### src/rtl/alc_pkg.sv
// Shared widths and the per-frame decision record of the command slot decoder.
package alc_pkg;
    parameter int SLOT_W = 20;
    parameter int IDX_W  = 7;
    parameter int DATA_W = 16;
    parameter int ID_W   = 2;
    localparam int LOW_W = SLOT_W - 1 - IDX_W;

    typedef struct packed {
        logic rd_ok;
        logic wr_ok;
        logic odd_err;
        logic split_err;
        logic low_err;
    } frame_verdict_t;
endpackage

### src/rtl/alc_tag_qualifier.sv
// Combinational qualification of one frame's command.
// Assumes the slot fields are stable whenever frame_done is high.
// Applies the frame-valid and identity gate, the role-dependent slot flag
// rules, index alignment, and detects the three rule violations.
module alc_tag_qualifier
    import alc_pkg::*;
(
    input  logic              primary,
    input  logic [ID_W-1:0]   codec_id,
    input  logic              frame_ok_tag,
    input  logic              slot1_valid,
    input  logic              slot2_valid,
    input  logic [ID_W-1:0]   codec_id_tag,
    input  logic [SLOT_W-1:0] cmd_addr,
    output frame_verdict_t    verdict
);
    logic is_read;
    logic odd_idx;
    logic addressed;
    logic cmd_present;
    logic slots_ok;
    logic low_dirty;

    // Split the address slot into its fields.
    always_comb begin
        is_read   = cmd_addr[SLOT_W-1];
        odd_idx   = cmd_addr[LOW_W];
        low_dirty = |cmd_addr[LOW_W-1:0];
    end

    // Frame gate, command presence and the slot flag rules per codec role.
    always_comb begin
        addressed = frame_ok_tag && (codec_id_tag == codec_id);
        if (primary) begin
            cmd_present = addressed && slot1_valid;
            slots_ok    = cmd_present && (is_read || slot2_valid);
        end else begin
            cmd_present = addressed && !slot1_valid && !slot2_valid;
            slots_ok    = cmd_present;
        end
    end

    // Final verdict: requests need alignment; errors flag rule breaks.
    always_comb begin
        verdict.rd_ok     = slots_ok && is_read && !odd_idx;
        verdict.wr_ok     = slots_ok && !is_read && !odd_idx;
        verdict.odd_err   = slots_ok && odd_idx;
        verdict.split_err = cmd_present && primary && !is_read && !slot2_valid;
        verdict.low_err   = cmd_present && low_dirty;
    end
endmodule

### src/rtl/alc_request_reg.sv
// Registers the request pulses and their index/data fields.
// Assumes at most one of rd_ok/wr_ok is high. The index is loaded on any
// request and the data only on a write, so reads leave the data untouched.
module alc_request_reg
    import alc_pkg::*;
(
    input  logic              clk,
    input  logic              rst_n,
    input  logic              frame_done,
    input  logic              rd_ok,
    input  logic              wr_ok,
    input  logic [IDX_W-1:0]  idx_in,
    input  logic [DATA_W-1:0] data_in,
    output logic              reg_rd,
    output logic              reg_wr,
    output logic [IDX_W-1:0]  reg_index,
    output logic [DATA_W-1:0] reg_wdata
);
    // One-cycle request pulses, launched only on a frame strobe.
    always_ff @(posedge clk) begin
        if (!rst_n) begin
            reg_rd <= 1'b0;
            reg_wr <= 1'b0;
        end else begin
            reg_rd <= frame_done && rd_ok;
            reg_wr <= frame_done && wr_ok;
        end
    end

    // Capture the index for any request, the data only for a write.
    always_ff @(posedge clk) begin
        if (!rst_n) begin
            reg_index <= '0;
            reg_wdata <= '0;
        end else if (frame_done) begin
            if (rd_ok || wr_ok) reg_index <= idx_in;
            if (wr_ok)          reg_wdata <= data_in;
        end
    end
endmodule

### src/rtl/alc_error_track.sv
// Sticky protocol error flag. A new violation seen on a frame strobe sets
// it and wins over a clear requested in the same cycle.
module alc_error_track (
    input  logic clk,
    input  logic rst_n,
    input  logic frame_done,
    input  logic violation,
    input  logic err_clear,
    output logic protocol_error
);
    // Set on a violation, else clear on request, else hold.
    always_ff @(posedge clk) begin
        if (!rst_n)                       protocol_error <= 1'b0;
        else if (frame_done && violation) protocol_error <= 1'b1;
        else if (err_clear)               protocol_error <= 1'b0;
    end
endmodule

### src/rtl/alc_cmd_decoder.sv
// Top of the command slot decoder. Qualifies each completed frame, issues
// at most one register request per frame, and tracks rule violations.
// Assumes frame_done is a single-cycle strobe with stable slot fields.
module alc_cmd_decoder
    import alc_pkg::*;
(
    input  logic              clk,
    input  logic              rst_n,
    input  logic [ID_W-1:0]   codec_id,
    input  logic              primary,
    input  logic              frame_done,
    input  logic              frame_ok_tag,
    input  logic              slot1_valid,
    input  logic              slot2_valid,
    input  logic [ID_W-1:0]   codec_id_tag,
    input  logic [SLOT_W-1:0] cmd_addr,
    input  logic [DATA_W-1:0] cmd_data,
    input  logic              err_clear,
    output logic              reg_rd,
    output logic              reg_wr,
    output logic [IDX_W-1:0]  reg_index,
    output logic [DATA_W-1:0] reg_wdata,
    output logic              protocol_error
);
    frame_verdict_t verdict;
    logic           violation;

    alc_tag_qualifier qual_i (
        .primary      (primary),
        .codec_id     (codec_id),
        .frame_ok_tag (frame_ok_tag),
        .slot1_valid  (slot1_valid),
        .slot2_valid  (slot2_valid),
        .codec_id_tag (codec_id_tag),
        .cmd_addr     (cmd_addr),
        .verdict      (verdict)
    );

    // Any of the three rule breaks counts as a violation.
    always_comb violation = verdict.odd_err || verdict.split_err || verdict.low_err;

    alc_request_reg req_i (
        .clk        (clk),
        .rst_n      (rst_n),
        .frame_done (frame_done),
        .rd_ok      (verdict.rd_ok),
        .wr_ok      (verdict.wr_ok),
        .idx_in     (cmd_addr[SLOT_W-2 -: IDX_W]),
        .data_in    (cmd_data),
        .reg_rd     (reg_rd),
        .reg_wr     (reg_wr),
        .reg_index  (reg_index),
        .reg_wdata  (reg_wdata)
    );

    alc_error_track err_i (
        .clk            (clk),
        .rst_n          (rst_n),
        .frame_done     (frame_done),
        .violation      (violation),
        .err_clear      (err_clear),
        .protocol_error (protocol_error)
    );

    // never a read and a write together.
    assert_one_request_R5: assert property (@(posedge clk) disable iff (!rst_n)
        $countones({reg_rd, reg_wr}) <= 1);

    // a request only follows a frame strobe.
    assert_req_needs_strobe_R10: assert property (@(posedge clk) disable iff (!rst_n)
        $rose(reg_rd) || $rose(reg_wr) |-> $past(frame_done));

    // an issued request always carries an even index.
    assert_even_index_R4: assert property (@(posedge clk) disable iff (!rst_n)
        (reg_rd || reg_wr) |-> !reg_index[0]);

    // a request needs the frame-valid flag and an identity match.
    assert_gate_R1: assert property (@(posedge clk) disable iff (!rst_n)
        frame_done && !(frame_ok_tag && codec_id_tag == codec_id) |=> !reg_rd && !reg_wr);

    // a read leaves the write data register untouched.
    assert_read_keeps_data_R6: assert property (@(posedge clk) disable iff (!rst_n)
        frame_done && cmd_addr[SLOT_W-1] |=> $stable(reg_wdata));

    // the error flag falls only after a clear request.
    assert_err_fall_R9: assert property (@(posedge clk) disable iff (!rst_n)
        $fell(protocol_error) |-> $past(err_clear));

    // the error flag rises only on a frame strobe.
    assert_err_rise_R8: assert property (@(posedge clk) disable iff (!rst_n)
        $rose(protocol_error) |-> $past(frame_done));
endmodule

### config.mk
export PLATFORM = sky130hd
export DESIGN_NAME = alc_cmd_decoder
export DESIGN_NICKNAME = d
export VERILOG_FILES = /design/src/rtl/alc_pkg.sv /design/src/rtl/alc_tag_qualifier.sv /design/src/rtl/alc_request_reg.sv /design/src/rtl/alc_error_track.sv /design/src/rtl/alc_cmd_decoder.sv
export SDC_FILE = /design/constraint.sdc
export NUM_CORES = 1
export LEC_CHECK = 0
export BUFFER_PORTS_ARGS = -buffer_cell sky130_fd_sc_hd__buf_2
export CORE_ASPECT_RATIO = 0.8
export CORE_UTILIZATION = 43
export DETAILED_ROUTE_END_ITERATION = 7
export GPL_TIMING_DRIVEN = 1
export HOLD_SLACK_MARGIN = 0.03
export PLACE_DENSITY = 0.82
export SLEW_MARGIN = 20
export SYNTH_ARGS = -nofsm -noshare
export SYNTH_HDL_FRONTEND = slang
export SYNTH_HIERARCHICAL = 1
export SYNTH_SLANG_ARGS = --single-unit
### constraint.sdc
create_clock -name clk -period 2 [get_ports clk]
set_clock_uncertainty 0.1 [all_clocks]
set_input_delay 0.2 -clock clk [delete_from_list [all_inputs] [get_ports clk]]
set_output_delay 0.2 -clock clk [all_outputs]
set_load 0.01 [all_outputs]
==> reports/qor.csv <==
stage;metric;value;unit
placement;gp_congestion;0.647;
routing;drc_errors;0;
global_route;first_global_vias;1128;
floorplan;fp.dieW;62.6;um
final_layout;multi_input_area;691;um2
sta;fin_crit;1.56;ns
sta;finalSetupTns;0;ns
floorplan;start_util;45.4;%
cts;cts_sinks;26;
power;internal_power;0.709;mW
outcome;status;completed;
logic_synthesis;synth_flop_cell;dfxtp_1;
setup_path;crit_family;compound AO/OA/AOI/OAI gates;
final_layout;stdcell_count;234;
floorplan;core_area;2790;um2
power;p_leak;0.906;nW
logic_synthesis;synth_nets;175;
setup_path;crit_fanout;23;
global_route;antenna_found_initial;0;
sta;finalMaxSlewViolations;0;
sta;finalSetupViolations;0;
final_layout;ff_latch_area;520;um2
power;swShare;21.6;%
power;power_frac_comb;11.8;%
cts;post_cts_buffers;0;
routing;vias;1200;
placement;post-dp-hpwl;2090;um
sta;tightestPinTransition;0.532;ns
logic_synthesis;synth.area.top_cells;dfxtp_1 41%, o21a_1 9.5%, and3_1 7.4%;
setup_path;cp.arrival;1.61;ns
routing;wire_per_inst;11.9;um
power;pwr-share-seq;57.6;%
logic_synthesis;syn_area;1260;um2
routing;dr.pass1.iters;4;
sta;relSlewSlack;64.6;%
global_route;gr-usage-all-layers;18.6;%
setup_path;criticalPathCategory;in2reg;
global_route;grt_max_degree;37;
logic_synthesis;synthCells;127;
cts;cts.clk_slew.worst_paths;0.08;ns
floorplan;die_area;3160;um2
run;drv_cap;0;
setup_path;cp-end-kind;flip-flop;
final_layout;drive_above_1_share;45.9;%
setup_path;required;2.06;ns
logic_synthesis;synth-seq-cells;26;
final_layout;syn2layout_area_growth;32.8;%
logic_synthesis;yosysMostFrequentCell;dfxtp_1;
sta;clock.fmax;0.643;GHz
final_layout;n_antenna_cell;0;
placement;numPortBuffers;73;
cts;cts_max_path_buffers;2;
logic_synthesis;synth_top_cell_area_share;41.1;%
power;powerDensity;538;nW/um2
cts;htreeDepth;1;
cts;cts_tree;yes;
sta;rsz0062_at_grt;false;
floorplan;io_pins;74;
global_route;grt-ovfl-total;0;
logic_synthesis;synthTopCellsByCount;26 x dfxtp_1, 16 x o21a_1, 15 x and3_1, 15 x nand2_1;
logic_synthesis;synth-edff-count;0;
sta;hold_viol;0;
final_layout;nFillCells;264;
placement;dp.cells;231;
final_layout;final_core_util;60.3;%
logic_synthesis;synth.distinct_cells;28;
power;vdd_drop_max;0.000578;V
routing;routed_wl;2780;um
floorplan;rows;17;
routing;ant_nets;0;
global_route;grt_pass1_wl;4650;um
logic_synthesis;synthArstFlopShare;0;%
placement;post-place-ws;0.162;ns
hold_path;min_path_type;in2reg;
final_layout;nets;246;
cts;hold_buffers;0;
setup_path;cp-start-kind;input port;
logic_synthesis;syn_avg_cell_area;9.96;um2
setup_path;cp_slowest_stage_delay;0.29;ns
sta;timing.final.crit_share;77.8;%
cts;cts_buffers;3;
cts;insertion_delay;0.26;ns
setup_path;cp.buffers_inverters;2;
logic_synthesis;yosysSeqAreaShare;41.1;%
routing;dr.first_iter.drc_count;22;
setup_path;slowest_stage;nor4b_4;
logic_synthesis;synth_warnings;6;
cts;ctsResizeCount;0;
floorplan;die-height;50.5;um
sta;setup_ws;0.445;ns
power;clkPwrFrac;30.6;%
power;power_switching;0.196;mW
routing;vias_per_cell;5.13;
cts;clock-root-buffer;clkbuf_8;
setup_path;crit_chain;buf_2, nor3_2, o2111ai_2, nor4b_4, buf_4, a21boi_0, o21a_1;
logic_synthesis;yosysTopAreaCell;dfxtp_1;
-- metal layers --
layer | wire length (um) | vias up | global-route usage (%) | part of all wire, %
li1 | - | 597 | - | -
met1 | 1160 | 564 | 19.3 | 42
met2 | 1460 | 37 | 37.3 | 53
met3 | 141 | 2 | 4.55 | 5.1
met4 | 20 | 0 | 4.65 | 0.72
met5 | 0 | - | 0 | 0
-- stage by stage --
stage          total power, mW  cell area [um2]  hold slack [ns]
2_1_floorplan            0.581             1260            0.239
3_3_place_gp             0.636             1640            0.346
3_5_place_dp             0.641             1640            0.353
4_1_cts                  0.917             1680           0.0692
5_1_grt                  0.944             1680           0.0829
6_report                 0.904             1680           0.0750
-- power groups by stage --
stage / Sequential [mW] / Clock, mW / Combinational, mW
floorplan: 0.534 / 0 / 0.0467
global placement: 0.533 / 0 / 0.103
detailed placement: 0.533 / 0 / 0.108
CTS: 0.521 / 0.288 / 0.108
global route: 0.521 / 0.306 / 0.117
finish: 0.521 / 0.277 / 0.107
-- path summary, 6_finish.rpt --
kind,startpoint,endpoint,slack [ns],cells past startpoint
hold / removal,cmd_addr[17],req_i/reg_index[5],0.07,3
hold reg to reg,req_i/reg_index[2],req_i/reg_index[2],0.37,2
setup / recovery,slot1_valid,req_i/reg_wdata[12],0.44,7
setup reg to reg,req_i/reg_wdata[15],req_i/reg_wdata[15],1.16,2
-- logic make-up (layout without fill, tap and decap cells) --
group | after synthesis | after routing | share of synthesized area (%)
simple gates | 46 | 46 | 21.7
compound gates | 37 | 37 | 23.2
flops | 26 | 26 | 41.1
mux | 7 | 7 | 5.54
xor+xnor | 2 | 2 | 3.46
buf+inv | 9 | 78 | 4.95
-- final cells by class --
class | count | area share [%]
sequential | 26 | 31.0
tap | 38 | 2.83
timing repair buffer | 75 | 22.6
multi-input combinational | 92 | 41.1
clock buffer | 3 | 2.46
-- cell usage in the layout (no fill, tap or decap), types with 2 or more instances in the layout --
cell,n
nand2_1,15
and3_1,15
clkbuf_8,3
o21a_1,16
mux2i_1,7
a21boi_1,8
nor4_1,3
a21boi_0,8
nand2b_1,2
and3_2,3
buf_4,2
buf_2,73
dfxtp_1,26
-- state kept, by name, indices dropped and copies added (netlist names) --
| signal | count |
|---|---|
| req_i/reg_wr | 1 |
| req_i/reg_wdata | 16 |
| err_i/protocol_error | 1 |
| req_i/reg_rd | 1 |
| req_i/reg_index | 7 |
-- worst reg2reg max path, stage by stage, from the launching register on --
cell and delay (ns):
dfxtp_1 0.32, a21boi_1 0.13, o21a_1 0.19
Note: power is estimated with default switching activity, not from simulation.
